**config.mk**
```make
export PLATFORM = sky130hd
export DESIGN_NAME = fullmap_dir_ctrl
export DESIGN_NICKNAME = d
export VERILOG_FILES = /design/src/rtl/fmd_pkg.sv /design/src/rtl/fmd_age_arb.sv /design/src/rtl/fmd_dir_store.sv /design/src/rtl/fmd_ack_ctr.sv /design/src/rtl/fullmap_dir_ctrl.sv
export SDC_FILE = /design/constraint.sdc
export NUM_CORES = 1
export LEC_CHECK = 0
export ABC_AREA = 1
export BUFFER_PORTS_ARGS = -buffer_cell sky130_fd_sc_hd__buf_2
export CAP_MARGIN = 40
export CORE_ASPECT_RATIO = 0.8
export CORE_UTILIZATION = 40
export DETAILED_ROUTE_END_ITERATION = 8
export PLACE_DENSITY = 0.77
export SLEW_MARGIN = 10
export SYNTH_ARGS = -nofsm -noshare
export SYNTH_HDL_FRONTEND = slang
export SYNTH_HIERARCHICAL = 1
export SYNTH_SLANG_ARGS = --single-unit
```
**constraint.sdc**
```tcl
create_clock -name clk -period 2.9 [get_ports clk]
set_clock_uncertainty 0.15 [all_clocks]
set_input_delay 0.435 -clock clk [delete_from_list [all_inputs] [get_ports clk]]
set_output_delay 0.435 -clock clk [all_outputs]
set_load 0.02 [all_outputs]
```
**src/rtl/fmd_pkg.sv**
```systemverilog
package fmd_pkg;
  typedef enum logic [1:0] {
    OP_RDMISS = 2'd0,
    OP_WRMISS = 2'd1,
    OP_WRHIT  = 2'd2
  } req_op_e;

  typedef enum logic {
    CMD_INV   = 1'b0,
    CMD_FETCH = 1'b1
  } cmd_op_e;

  typedef enum logic {
    RSP_DATA  = 1'b0,
    RSP_GRANT = 1'b1
  } rsp_kind_e;

  typedef enum logic [1:0] {
    ST_IDLE,
    ST_NOTIFY,
    ST_COLLECT,
    ST_REPLY
  } seq_state_e;
endpackage

```
**src/rtl/fmd_age_arb.sv**
```systemverilog
module fmd_age_arb #(
  parameter int NP = 4
)(
  input  logic          clk,
  input  logic          rst_n,
  input  logic [NP-1:0] req_valid,
  input  logic          enable,
  output logic [NP-1:0] grant
);
  logic [NP-1:0] seen_q;
  logic [NP-1:0] older_q [NP];
  logic [NP-1:0] arrive;
  logic [NP-1:0] win;

  assign arrive = req_valid & ~seen_q;

  always_ff @(posedge clk) begin
    if (!rst_n) begin
      seen_q <= '0;
      for (int i = 0; i < NP; i++) older_q[i] <= '0;
    end else begin
      for (int i = 0; i < NP; i++) begin
        if (grant[i]) seen_q[i] <= 1'b0;
        else if (arrive[i]) seen_q[i] <= 1'b1;
        for (int j = 0; j < NP; j++) begin
          if (i != j) begin
            if (arrive[i])
              older_q[i][j] <= !seen_q[j] && !(arrive[j] && (j < i));
            else if (arrive[j])
              older_q[i][j] <= 1'b1;
          end
        end
      end
    end
  end

  always_comb begin
    for (int i = 0; i < NP; i++) begin
      win[i] = seen_q[i];
      for (int j = 0; j < NP; j++)
        if ((i != j) && seen_q[j] && !older_q[i][j]) win[i] = 1'b0;
    end
    grant = enable ? win : '0;
  end

  p_single_grant_r8: assert property (@(posedge clk) disable iff (!rst_n)
    $onehot0(grant));
  p_grant_has_valid_r8: assert property (@(posedge clk) disable iff (!rst_n)
    (|grant) |-> (|(grant & req_valid)));
endmodule

```
**src/rtl/fmd_dir_store.sv**
```systemverilog
module fmd_dir_store #(
  parameter int NP   = 4,
  parameter int NENT = 16,
  parameter int AW   = 4
)(
  input  logic          clk,
  input  logic          rst_n,
  input  logic [AW-1:0] rd_addr,
  output logic [NP-1:0] rd_pres,
  output logic          rd_dirty,
  input  logic          we,
  input  logic [AW-1:0] wr_addr,
  input  logic [NP-1:0] wr_pres,
  input  logic          wr_dirty
);
  logic [NP-1:0]   pres_q [NENT];
  logic [NENT-1:0] dirty_q;

  always_ff @(posedge clk) begin
    if (!rst_n) begin
      for (int e = 0; e < NENT; e++) pres_q[e] <= '0;
      dirty_q <= '0;
    end else if (we) begin
      pres_q[wr_addr]  <= wr_pres;
      dirty_q[wr_addr] <= wr_dirty;
    end
  end

  assign rd_pres  = pres_q[rd_addr];
  assign rd_dirty = dirty_q[rd_addr];

  p_excl_write_r6: assert property (@(posedge clk) disable iff (!rst_n)
    (we && wr_dirty) |-> $onehot(wr_pres));
  p_modified_single_r6: assert property (@(posedge clk) disable iff (!rst_n)
    rd_dirty |-> $onehot(rd_pres));
endmodule

```
**src/rtl/fmd_ack_ctr.sv**
```systemverilog
module fmd_ack_ctr #(
  parameter int NP = 4,
  localparam int CW = $clog2(NP + 1)
)(
  input  logic          clk,
  input  logic          rst_n,
  input  logic          load,
  input  logic [NP-1:0] load_mask,
  input  logic [NP-1:0] ack,
  output logic          done,
  output logic [NP-1:0] hit
);
  logic [CW-1:0] cnt_q;
  logic [NP-1:0] pend_q;

  function automatic logic [CW-1:0] pop(input logic [NP-1:0] v);
    logic [CW-1:0] s;
    s = '0;
    for (int i = 0; i < NP; i++) s = s + CW'(v[i]);
    return s;
  endfunction

  assign hit  = ack & pend_q;
  assign done = (cnt_q == '0);

  always_ff @(posedge clk) begin
    if (!rst_n) begin
      cnt_q  <= '0;
      pend_q <= '0;
    end else if (load) begin
      cnt_q  <= pop(load_mask);
      pend_q <= load_mask;
    end else begin
      cnt_q  <= cnt_q - pop(hit);
      pend_q <= pend_q & ~ack;
    end
  end

  p_count_tracks_mask_r7: assert property (@(posedge clk) disable iff (!rst_n)
    cnt_q == pop(pend_q));
endmodule

```
**src/rtl/fullmap_dir_ctrl.sv**
```systemverilog
module fullmap_dir_ctrl
  import fmd_pkg::*;
#(
  parameter int NPROC  = 4,
  parameter int NENTRY = 16,
  parameter int DW     = 32,
  localparam int AW    = $clog2(NENTRY)
)(
  input  logic                clk,
  input  logic                rst_n,
  input  logic [NPROC-1:0]    req_valid,
  output logic [NPROC-1:0]    req_ready,
  input  logic [2*NPROC-1:0]  req_op,
  input  logic [NPROC*AW-1:0] req_addr,
  output logic [NPROC-1:0]    cmd_valid,
  output logic                cmd_op,
  output logic [AW-1:0]       cmd_addr,
  input  logic [NPROC-1:0]    ack_valid,
  input  logic [NPROC*DW-1:0] ack_data,
  output logic [NPROC-1:0]    rsp_valid,
  input  logic [NPROC-1:0]    rsp_ready,
  output logic                rsp_kind,
  output logic [DW-1:0]       rsp_data,
  output logic [AW-1:0]       mem_addr,
  output logic                mem_we,
  output logic [DW-1:0]       mem_wdata,
  input  logic [DW-1:0]       mem_rdata
);
  seq_state_e       state;
  req_op_e          cur_op;
  logic [NPROC-1:0] grant, cur_sel, cur_pres, tgt, ack_hit, rd_pres, wr_pres, ack_gated;
  logic [AW-1:0]    cur_addr, win_addr;
  logic [1:0]       win_op;
  logic             cur_dirty, rd_dirty, accept, arb_en, ctr_done, is_rd, dir_we, ctr_load;
  logic [DW-1:0]    owner_data;

  assign arb_en = (state == ST_IDLE);

  fmd_age_arb #(.NP(NPROC)) u_arb (
    .clk(clk), .rst_n(rst_n), .req_valid(req_valid), .enable(arb_en), .grant(grant)
  );

  always_comb begin
    win_addr = '0;
    win_op   = '0;
    for (int i = 0; i < NPROC; i++)
      if (grant[i]) begin
        win_addr = win_addr | req_addr[i*AW +: AW];
        win_op   = win_op | req_op[2*i +: 2];
      end
  end

  assign accept    = |(grant & req_valid);
  assign req_ready = grant;
  assign is_rd     = (cur_op == OP_RDMISS);
  assign dir_we    = (state == ST_COLLECT) && ctr_done;
  assign wr_pres   = is_rd ? (cur_pres | cur_sel) : cur_sel;

  fmd_dir_store #(.NP(NPROC), .NENT(NENTRY), .AW(AW)) u_dir (
    .clk(clk), .rst_n(rst_n), .rd_addr(win_addr), .rd_pres(rd_pres), .rd_dirty(rd_dirty),
    .we(dir_we), .wr_addr(cur_addr), .wr_pres(wr_pres), .wr_dirty(!is_rd)
  );

  // Caches that must act: every other holder; a clean read needs nobody.
  always_comb begin
    tgt = cur_pres & ~cur_sel;
    if (is_rd && !cur_dirty) tgt = '0;
  end

  assign ctr_load  = (state == ST_NOTIFY);
  assign ack_gated = (state == ST_COLLECT) ? ack_valid : '0;

  fmd_ack_ctr #(.NP(NPROC)) u_ack (
    .clk(clk), .rst_n(rst_n), .load(ctr_load), .load_mask(tgt),
    .ack(ack_gated), .done(ctr_done), .hit(ack_hit)
  );

  always_comb begin
    owner_data = '0;
    for (int i = 0; i < NPROC; i++)
      if (ack_hit[i]) owner_data = owner_data | ack_data[i*DW +: DW];
  end

  always_ff @(posedge clk) begin
    if (!rst_n) begin
      state     <= ST_IDLE;
      cur_sel   <= '0;
      cur_op    <= OP_RDMISS;
      cur_addr  <= '0;
      cur_pres  <= '0;
      cur_dirty <= 1'b0;
    end else begin
      unique case (state)
        ST_IDLE: if (accept) begin
          cur_sel   <= grant;
          cur_op    <= req_op_e'(win_op);
          cur_addr  <= win_addr;
          cur_pres  <= rd_pres;
          cur_dirty <= rd_dirty;
          state     <= ST_NOTIFY;
        end
        ST_NOTIFY:  state <= ST_COLLECT;
        ST_COLLECT: if (ctr_done) state <= ST_REPLY;
        ST_REPLY:   if (|(rsp_ready & cur_sel)) state <= ST_IDLE;
        default:    state <= ST_IDLE;
      endcase
    end
  end

  assign cmd_valid = (state == ST_NOTIFY) ? tgt : '0;
  assign cmd_op    = is_rd ? CMD_FETCH : CMD_INV;
  assign cmd_addr  = cur_addr;
  assign mem_addr  = cur_addr;
  assign mem_we    = (state == ST_COLLECT) && cur_dirty && (|ack_hit);
  assign mem_wdata = owner_data;
  assign rsp_valid = (state == ST_REPLY) ? cur_sel : '0;
  assign rsp_kind  = (cur_op == OP_WRHIT) ? RSP_GRANT : RSP_DATA;
  assign rsp_data  = mem_rdata;

  p_reply_after_acks_r7: assert property (@(posedge clk) disable iff (!rst_n)
    (|rsp_valid) |-> ctr_done);
  p_rsp_hold_r9: assert property (@(posedge clk) disable iff (!rst_n)
    ((|rsp_valid) && !(|(rsp_valid & rsp_ready))) |=> (rsp_valid == $past(rsp_valid)));
  p_cmd_single_cycle_r10: assert property (@(posedge clk) disable iff (!rst_n)
    (|cmd_valid) |=> (cmd_valid == '0));
  p_fetch_one_owner_r3: assert property (@(posedge clk) disable iff (!rst_n)
    ((|cmd_valid) && cmd_op) |-> $onehot(cmd_valid));
endmodule

```
==> results.txt, run 1 <==
----------------------------------------------------
[Outcome]
  Status ... finished, final reports clean

[STA]
  Time the worst path needs with I/O delays and setup ... 2.78 ns
  Setup TNS after final layout ... 0 ns
  Final worst-path setup slack ... 0.115 ns
  Slew HR ... 48.9%
  Post-route clock period utilization ... 96.0%
  Maximum clock rate ... 359 MHz
  Final Hold Fails ... 0
  Endpoints failing setup ... 0
  Pins Over Slew Limit ... 0
  Worst Max-Slew Pin Slew ... 0.765 ns

[Drt]
  DRT antenna net count ... 0
  Detailed Route WL ... 22100 um
  DRC violations left ... 0
  Count of routing violations after the opening detailed-route iteration ... 842
  Vias per Instance ... 4.97
  Wire per inst ... 14.5 um
  Total via count in the routed design ... 7564
  First-pass iteration count of the detailed router ... 6

[Critical path]
  Worst setup path start ... state[0]
  CP Data Required Time ... 2.32 ns
  Buffers & Inverters on Critical Path ... 5
  Library cell appearing most often on the critical path ... nand2_1
  Largest fanout on the critical path ... 33
  Critical path data arrival time ... 2.20 ns
  Critical Path Sink Type ... output port
  Cells traversed along the worst timing path ... inv_2 > ha_4 > nand2_1 > inv_1 > nand2_1 > inv_2 > buf_4 > nand2_1 > nand4_1 > buf_2
  Delay of the slowest cell on the worst path ... 0.34 ns
  CP top delay family ... buffers and inverters
  Path type of the worst setup path ... reg2out
  Slowest cell on the critical path ... buf_4
  Launch point of the worst reg-to-reg path ... state[0]
  Startpoint type of the worst setup path ... flop

[Clocking]
  Reg clk slew, reported paths ... 0.05 ns
  Number of buffers inserted by hold repair at cts ... 0
  Number of buffers on the longest clock path ... 2
  Number of H-tree branching levels ... 4
  Number of sinks handled by clock tree synthesis ... 120
  Buffer count from post-CTS setup fixing ... 0
  CTS tree ... built
  Root Buffer ... clkbuf_16
  Later-pin clock latency in the skew report ... 0.42 ns
  Number of buffers added by the clock tree synthesis step ... 17

[Placement]
  Detail Placement HPWL ... 16200 um
  Count of input and output buffers ... 220
  Post-DP Area ... 8770 um^2
  Routability Congestion ... 0.857
  Placement-stage worst setup slack ... -0.0669 ns

[Pwr]
  Power density normalized to cell area ... 781 nW/um^2
  Static leakage ... 4.58 nW
  Total power of the final layout ... 7.49 mW
  Maximum vdd drop ... 0.498 mV

[Finish]
  Area grow syn2layout ... 24.0%
  Multi-input logic area ... 3480 um^2
  Layout cell share with drive strength beyond 1 ... 28.2%
  Summed area of non-filler cells in the final layout ... 9580 um^2
  Ant. Diodes ... 0
  Number of fill cells ... 1765
  Number of nets in the layout ... 1462
  Storage cell area ... 3170 um^2

[GRT]
  Grt met2 use ... 33.5%
  GRT met1 Usage ... 29.0%
  Overall fraction of global-route tracks in use ... 21.6%
  Pin count of the biggest net entering global routing ... 34
  Initial antenna violation count ... 0
  Via count of the first global-routing pass ... 6691
  Met3 usage in global routing ... 4.89%
  Global-route layer with the greatest usage ... met2
  Overflow left after global routing ... 0
  Global-route wire length before repair ... 33200 um

[Logic synthesis]
  Mean instance size in the synthesized netlist ... 7.22 um^2
  Post-synthesis net count ... 1281
  Fraction of synthesis flops using an asynchronous set or reset pin ... 0%
  Total number of yosys warnings ... 6
  Leading register cell type out of synthesis ... edfxtp_1
  Unique masters post-synth ... 39
  Sequential share of the synthesized area ... 40.9%
  Number of cells produced by synthesis ... 1070
  Number of storage elements in the synthesis netlist ... 120
  Netlist area before placement ... 7730 um^2
  EDFF count, synth ... 76

[Die]
  Die area ... 19900 um^2
  Die width ... 157 um
  Initial cell density of the core ... 40.8%
  Overall die height ... 126 um
  Total core area ... 18900 um^2
  Top-Level Pins ... 285
  Placement Rows ... 45

[Min path]
  Classification of the worst-slack hold path ... in2reg
  Hold Path Origin ... req_op[6]

[Job]
  Maximum capacitance violations ... 0

----------------------------------------------------
worst reg2reg max path: cells and delay by family (launching register included):
family | cells | cell delay, ns
AO/OA/AOI/OAI | 1 | 0.06
buffers and inverters | 4 | 0.19
AND/OR/NAND/NOR | 3 | 0.23
flip-flops | 1 | 0.33
adder cells (fa/ha/maj) | 5 | 1.75
registers in the layout, summed over array words and instances (netlist names):
| signal | count |
|---|---|
| u_dir/pres_q | 64 |
| u_dir/dirty_q | 16 |
| u_arb/older_q | 12 |
| cmd_addr | 4 |
| cur_pres | 4 |
| cur_sel | 4 |
| u_ack/pend_q | 4 |
| u_arb/seen_q | 4 |
| u_ack/cnt_q | 3 |
| cur_op | 2 |
| state | 2 |
| cur_dirty | 1 |
synth_stat cells (6+ instances only):
library cell / number / area share [%]
nand3_1: 81 / 5.2
nor2_2: 11 / 0.89
buf_4: 43 / 4.2
edfxtp_1: 76 / 30
a21oi_1: 11 / 0.71
inv_1: 136 / 6.6
clkbuf_1: 23 / 1.1
inv_2: 6 / 0.29
dfxtp_1: 44 / 11
buf_6: 14 / 2.0
o21ai_0: 22 / 1.4
nand2_1: 355 / 17
o22ai_1: 6 / 0.49
ha_1: 9 / 1.5
nand2_2: 16 / 1.3
a21oi_2: 7 / 0.79
nand4_1: 32 / 2.6
o21ai_1: 13 / 0.84
nor2_1: 115 / 5.6
where the power goes:
group          switching, mW  internal, mW  total (mW)
logic                   1.93         0.920        2.85
registers              0.154          2.01        2.17
clock network          0.759          1.71        2.47
total                   2.84          4.64        7.49
per-layer routing:
metal  vias up  wire length [um]
met5         -                 0
met4         0               603
met3        46              2110
met2       372              9860
met1      3442              9480
li1       3704                 -
path summary, 6_finish.rpt:
check / end / slack, ns / cells after the start
worst max-delay path: mem_wdata[31] / 0.12 / 10
worst min register to register: u_dir/dirty_q[9] / 0.32 / 2
worst max register to register: u_ack/cnt_q[1] / 0.12 / 13
worst min-delay path: cur_op[0] / 0.16 / 3
layout by cell type (no fill, tap or decap), drive strengths merged:
cell | Yosys | final
a22o | 4 | 4
nand3b | 1 | 1
edfxtp | 76 | 76
o21bai | 4 | 4
nor2 | 130 | 130
nor3 | 5 | 5
nand3 | 84 | 84
clkbuf | 23 | 18
nand4 | 32 | 32
dfxtp | 44 | 44
nand2 | 376 | 376
a21oi | 18 | 18
inv | 143 | 142
o22ai | 6 | 6
clkinv | 1 | 3
buf | 64 | 246
o21ai | 40 | 40
bufinv | 0 | 7
fa | 4 | 4
ha | 9 | 9
clkinvlp | 0 | 9
o21a | 1 | 1
nor4 | 5 | 5
kinds of logic after synthesis:
group	synth area share (%)
buf+inv	15.0
simple gates	35.7
flops	40.9
compound gates	5.88
fa+ha+maj	2.49
final cells by class:
type                    count  share of cell area (%)
inverters                 144                    5.75
repair inverters            3                   0.209
flip-flops and latches    120                    33.0
repair buffers            246                    14.1
well taps                 258                    3.37
clock buffers              18                    4.58
multi-input cells         719                    36.3
clock inverters            14                    2.63
metrics by stage:
| step | util, % | cells | hold slack, ns |
|---|---|---|---|
| 6_report | 50.6 | 1522 | 0.158 |
| 5_1_grt | 50.6 | 1522 | 0.164 |
| 4_1_cts | 50.1 | 1519 | 0.144 |
| 3_5_place_dp | 46.4 | 1487 | 0.312 |
| 3_3_place_gp | 46.4 | 1487 | 0.311 |
| 2_1_floorplan | - | 1070 | 0.297 |
repair_timing:
action	4_1_cts	5_1_grt
resized for setup	6	27
pin swaps	0	3
gates cloned	0	3
endpoints found under the setup margin	4	7
Note: power is estimated with default switching activity, not from simulation.
==> run 2, diff against run 1 <==
--- a/config.mk
+++ b/config.mk
@@ -11,7 +11,8 @@
 export CORE_ASPECT_RATIO = 0.8
 export CORE_UTILIZATION = 40
 export DETAILED_ROUTE_END_ITERATION = 8
-export PLACE_DENSITY = 0.77
+export GPL_TIMING_DRIVEN = 0
+export PLACE_DENSITY = 0.81
 export SLEW_MARGIN = 10
 export SYNTH_ARGS = -nofsm -noshare
 export SYNTH_HDL_FRONTEND = slang
==> results.txt, run 2 (synthesis gave the netlist of run 1 again) <==
----------------------------------------------------
[Pwr]
  Sw Ratio ... 40.3%
  Cell-internal power ... 4.45 mW
  Share of power burned in combinational logic ... 42.0%
  Switching pwr ... 3.00 mW
  Clock group share of total power ... 28.7%
  Static leakage ... 4.97 nW
  Maximum vdd drop ... 0.350 mV
  Power density normalized to cell area ... 739 nW/um^2
  Sequential power share ... 29.2%

[Critical path]
  Critical path data arrival time ... 3.06 ns
  Startpoint type of the worst setup path ... flop
  Path type of the worst setup path ... reg2reg
  CP Data Required Time ... 3.11 ns
  Critical Path Sink Type ... flop
  Largest fanout on the critical path ... 5

[Clocking]
  Reg clk slew, reported paths ... 0.06 ns
  CTS tree ... built
  Number of H-tree branching levels ... 4
  Root Buffer ... clkbuf_16
  Number of sinks handled by clock tree synthesis ... 120
  Number of buffers on the longest clock path ... 2
  Number of buffers inserted by hold repair at cts ... 0
  Later-pin clock latency in the skew report ... 0.42 ns
  Number of buffers added by the clock tree synthesis step ... 17

[Finish]
  Most frequent standard cell in the layout excluding fill and tap cells ... nand2_1
  Number of nets in the layout ... 1558
  Top library cells by usage in the layout, fill and taps aside ... nand2_1, buf_2, inv_1
  Ant. Diodes ... 0
  Count of non-filler cells in the finished layout ... 1618
  Largest register by flop count ... u_dir/pres_q
  Leading registers by flop count ... u_dir/pres_q: 64 flops, u_dir/dirty_q: 16 flops, u_arb/older_q: 12 flops
  Number of fill cells ... 1759
  Core Util, Final ... 53.3%
  Area grow syn2layout ... 30.6%
  Layout cell share with drive strength beyond 1 ... 33.0%
  Largest register FFs ... 64

[Placement]
  Detail Placement HPWL ... 18400 um
  Placement-stage worst setup slack ... -0.196 ns
  Routability Congestion ... 0.924
  Number of placed instances with taps included ... 1580
  Count of input and output buffers ... 252

[GRT]
  Via count of the first global-routing pass ... 6953
  Met3 usage in global routing ... 6.53%
  Initial antenna violation count ... 2
  Global-route wire length before repair ... 35800 um
  GRT met1 Usage ... 33.7%
  Overall fraction of global-route tracks in use ... 23.7%
  Grt met2 use ... 35.2%
  Global-route layer with the greatest usage ... met2
  Overflow left after global routing ... 0
  Pin count of the biggest net entering global routing ... 18

[STA]
  Maximum clock rate ... 351 MHz
  Setup TNS after final layout ... 0 ns
  Post-route clock period utilization ... 98.2%
  RSZ-0062 raised after global routing ... yes
  Final Hold Fails ... 0
  Slew HR ... 55.7%
  Worst Max-Slew Pin Slew ... 0.665 ns
  Final worst-path setup slack ... 0.0510 ns
  Time the worst path needs with I/O delays and setup ... 2.85 ns
  Min Hold Slack ... 0.160 ns
  Endpoints failing setup ... 0
  Pins Over Slew Limit ... 0

[Outcome]
  Status ... finished, final reports clean

[Drt]
  DRC violations left ... 0
  Total via count in the routed design ... 8076
  Detailed Route WL ... 24100 um
  Count of routing violations after the opening detailed-route iteration ... 825
  DRT antenna net count ... 0
  First-pass iteration count of the detailed router ... 9
  Vias per Instance ... 4.99
  Wire per inst ... 14.9 um

[Die]
  Overall die height ... 126 um
  Die area ... 19900 um^2
  Placement Rows ... 45
  Total core area ... 18900 um^2
  Top-Level Pins ... 285
  Die width ... 157 um
  Initial cell density of the core ... 40.8%

[Min path]
  Classification of the worst-slack hold path ... in2reg

[Job]
  Maximum capacitance violations ... 0

----------------------------------------------------
==> run 2: final cells by class <==
class / count / area [um^2] / area share (%)
sequential: 120 / 3170 / 31.4
multi-input combinational: 719 / 3480 / 34.5
timing repair buffer: 258 / 1310 / 12.9
tap: 258 / 323 / 3.20
inverter: 144 / 546 / 5.41
clock inverter: 15 / 178 / 1.76
buffer: 87 / 661 / 6.55
clock buffer: 17 / 425 / 4.22
==> run 2: metrics by stage <==
stage          power, mW  cell area, um^2
2_1_floorplan       4.17             7730
3_3_place_gp        5.03             9310
3_5_place_dp        5.08             9310
4_1_cts             7.29             9960
5_1_grt             7.85            10100
6_report            7.46            10100
==> run 2: power by group through the flow <==
| stage | registers (mW) | logic, mW | clock network (mW) |
|---|---|---|---|
| floorplan | 2.17 | 2.00 | 0 |
| global placement | 2.19 | 2.84 | 0 |
| detailed placement | 2.20 | 2.89 | 0 |
| CTS | 2.17 | 2.95 | 2.17 |
| global route | 2.20 | 3.40 | 2.25 |
| finish | 2.18 | 3.13 | 2.14 |
==> run 2: timing repair <==
action | in CTS | in global routing
pin swaps | 2 | 4
gates resized for setup | 19 | 45
setup endpoints to repair | 37 | 38
setup buffers | 2 | 4
==> run 2: layer usage <==
layer | share of wire [%] | vias up
li1 | - | 3906
met1 | 42 | 3607
met2 | 44 | 516
met3 | 13 | 43
met4 | 1.5 | 4
met5 | 0.095 | -
==> run 2: critical path: stages (launching register included) <==
cell,delay (ns)
dfxtp_2,0.33
inv_4,0.08
ha_4,0.17
nand2_1,0.06
inv_1,0.07
nand2_1,0.06
inv_2,0.08
ha_4,0.20
fa_1,0.50
inv_1,0.06
fa_2,0.33
fa_2,0.53
o21ai_1,0.07
nor2_1,0.10
==> run 2: final timing paths <==
| path | to | start | cells past startpoint | slack [ns] |
|---|---|---|---|---|
| worst max register to register | u_ack/cnt_q[1] | state[0] | 13 | 0.05 |
| worst min-delay path | cur_op[0] | req_op[6] | 3 | 0.16 |
| worst max-delay path | u_ack/cnt_q[1] | state[0] | 13 | 0.05 |
| worst min register to register | u_dir/dirty_q[10] | u_dir/dirty_q[10] | 2 | 0.32 |
==> run 3, diff against run 2 <==
--- a/config.mk
+++ b/config.mk
@@ -5,11 +5,11 @@
 export SDC_FILE = /design/constraint.sdc
 export NUM_CORES = 1
 export LEC_CHECK = 0
-export ABC_AREA = 1
 export BUFFER_PORTS_ARGS = -buffer_cell sky130_fd_sc_hd__buf_2
 export CAP_MARGIN = 40
 export CORE_ASPECT_RATIO = 0.8
 export CORE_UTILIZATION = 40
+export CTS_CLUSTER_SIZE = 10
 export DETAILED_ROUTE_END_ITERATION = 8
 export GPL_TIMING_DRIVEN = 0
 export PLACE_DENSITY = 0.81
==> results.txt, run 3 <==
----------------------------------------------------
[Clocking]
  Reg clk slew, reported paths ... 0.05 ns
  Number of sinks handled by clock tree synthesis ... 120
  Number of buffers on the longest clock path ... 2
  Later-pin clock latency in the skew report ... 0.41 ns
  Number of buffers added by the clock tree synthesis step ... 17
  Root Buffer ... clkbuf_16
  Number of H-tree branching levels ... 4
  CTS tree ... built

[STA]
  Pins Over Slew Limit ... 0
  Maximum clock rate ... 335 MHz
  Worst Max-Slew Pin Slew ... 0.779 ns
  Time the worst path needs with I/O delays and setup ... 2.99 ns
  Setup TNS after final layout ... -0.238 ns
  Endpoints failing setup ... 6
  Final worst-path setup slack ... -0.0858 ns
  Final Hold Fails ... 0
  Post-route clock period utilization ... 103%
  RSZ-0062 raised after global routing ... yes
  Slew HR ... 47.5%

[Critical path]
  CP Data Required Time ... 3.05 ns
  Path type of the worst setup path ... reg2reg
  Critical path data arrival time ... 3.13 ns
  Delay of the slowest cell on the worst path ... 0.55 ns
  Startpoint type of the worst setup path ... flop
  Worst setup path start ... state[1]
  Launch point of the worst reg-to-reg path ... state[1]
  Largest fanout on the critical path ... 5
  Slowest cell on the critical path ... mux4_2
  Number of cells traversed by the worst register-to-register path ... 14
  Cells traversed along the worst timing path ... inv_4 > ha_4 > nand2_2 > a2111oi_4 > clkbuf_8 > a22oi_2 > nand2_2 > buf_12 > buf_12 > mux4_2 > a22oi_2 > nand3_2 > mux2i_1 > nor2b_1
  Critical Path Sink Type ... flop

[Drt]
  DRC violations left ... 0
  First-pass iteration count of the detailed router ... 7
  DRT antenna net count ... 0
  Detailed Route WL ... 24500 um
  Wire per inst ... 19.5 um
  Vias per Instance ... 5.47
  Total via count in the routed design ... 6857
  Count of routing violations after the opening detailed-route iteration ... 733

[Logic synthesis]
  Leading register cell type out of synthesis ... edfxtp_1
  Share of the synthesized area in the top cell type ... 30.9%
  Fraction of synthesis flops using an asynchronous set or reset pin ... 0%
  Top area cells in the synthesized netlist ... edfxtp_1, dfxtp_1, a22oi_1, and2_1, mux4_2
  Sequential share of the synthesized area ... 42.8%
  Number of cells produced by synthesis ... 713
  Number of storage elements in the synthesis netlist ... 120
  Most area-hungry cell type in the Yosys netlist ... edfxtp_1
  Unique masters post-synth ... 57
  Total number of yosys warnings ... 6
  Netlist area before placement ... 7380 um^2
  Top cells by count, synth ... and2_1, a22oi_1, edfxtp_1
  Mean instance size in the synthesized netlist ... 10.4 um^2
  Post-synthesis net count ... 924
  EDFF count, synth ... 76
  Most frequent cell after synthesis ... and2_1

[Die]
  Overall die height ... 124 um
  Initial cell density of the core ... 40.8%
  Die area ... 19000 um^2
  Total core area ... 18100 um^2
  Top-Level Pins ... 285
  Die width ... 154 um
  Placement Rows ... 44

[Outcome]
  Status ... finished, violations left
  Violated checks ... setup timing

[GRT]
  Overflow left after global routing ... 0
  Via count of the first global-routing pass ... 6203
  Overall fraction of global-route tracks in use ... 24.8%
  Pin count of the biggest net entering global routing ... 20
  Initial antenna violation count ... 6
  Global-route wire length before repair ... 34600 um

[Placement]
  Count of input and output buffers ... 252
  Routability Congestion ... 0.825
  Detail Placement HPWL ... 18000 um
  Placement-stage worst setup slack ... -0.436 ns

[Finish]
  Leading registers by flop count ... u_dir/pres_q: 64 flops, u_dir/dirty_q: 16 flops, u_arb/older_q: 12 flops
  Largest register FFs ... 64
  Most frequent standard cell in the layout excluding fill and tap cells ... buf_2
  Layout cell share with drive strength beyond 1 ... 44.5%
  Area grow syn2layout ... 35.0%
  Core Util, Final ... 55.0%
  Number of nets in the layout ... 1222
  Largest register by flop count ... u_dir/pres_q
  Top library cells by usage in the layout, fill and taps aside ... buf_2, edfxtp_1, and2_1

[Min path]
  Classification of the worst-slack hold path ... in2reg
  Hold Path Origin ... req_op[5]
  Hold Path Depth ... 3

[Job]
  Maximum capacitance violations ... 0

[Pwr]
  Static leakage ... 4.52 nW
  Power density normalized to cell area ... 627 nW/um^2
  Maximum vdd drop ... 0.488 mV

----------------------------------------------------
-- run 3: cell types whose count changed after synthesis, sizes merged, moves of 28 or more --
cell,change
nand2,-322
inv,-131
nor2,-87
and2,+81
a22oi,+77
nand3,-48
nor2b,+29
nand4,-28
-- run 3: power by group --
| part | total (mW) | leakage (nW) | switching (mW) | internal (mW) |
|---|---|---|---|---|
| logic | 2.21 | 3.10 | 1.18 | 1.02 |
| clock network | 1.96 | 0.264 | 0.720 | 1.24 |
| registers | 2.07 | 1.15 | 0.119 | 1.96 |
| total | 6.24 | 4.52 | 2.02 | 4.22 |
-- run 3: through the flow --
stage               hold WS (ns)  power, mW  instance area, um^2  cells
floorplan                  0.304       3.34                 7430    713
global placement           0.319       3.86                 8980   1195
detailed placement         0.324       3.90                 8980   1195
CTS                        0.236       6.12                 9840   1246
global route               0.253       6.48                 9960   1253
finish                     0.260       6.24                 9960   1254
-- run 3: metal layers --
layer	track usage, %	part of all wire (%)	vias to the layer above
met2	39.3	47	406
met4	10.4	2.7	4
met1	32.2	40	3240
met3	6.73	9.8	48
li1	-	-	3159
met5	0	0.094	-
-- run 3: logic make-up (layout without fill, tap and decap cells) --
logic type      after synthesis  in the layout  share of synthesized area [%]
fa+ha+maj                    13             13                           2.61
flops                       120            120                           42.8
mux                          36             36                           8.27
simple gates                286            286                           21.3
compound gates              155            155                           16.2
buf+inv                      96            406                           7.80
other cells                   0              1                              0
xor+xnor                      7              7                           1.02
-- run 3: what timing repair did --
item / CTS / global route
gates cloned: 1 / 2
endpoints found under the setup margin: 38 / 37
pin swaps: 18 / 16
hold buffers: 0 / 0
setup buffers: 19 / 7
gates resized for setup: 41 / 31
-- run 3: area by class of cell --
cell class                 count  area, um^2
sequential                   120        3170
inverter                      12        47.5
fill                        1573        8150
clock buffer                  20         437
timing repair buffer         279        1500
antenna                        1        2.50
clock inverter                11         108
tap                          230         288
buffer                        84         592
multi-input combinational    497        3820
-- run 3: worst max-delay path: cells and delay by family, from the launching register on --
| family | cells | cell delay (ns) |
|---|---|---|
| flops | 1 | 0.36 |
| compound gates | 3 | 0.57 |
| simple gates | 4 | 0.37 |
| buf+inv | 4 | 0.54 |
| fa+ha+maj | 1 | 0.20 |
| mux | 2 | 0.68 |
-- run 3: worst paths after layout --
kind / to / slack [ns]
worst max-delay path: cur_dirty / -0.09
worst min-delay path: cur_op[1] / 0.26
worst max register to register: cur_dirty / -0.09
worst min register to register: u_dir/dirty_q[0] / 0.33
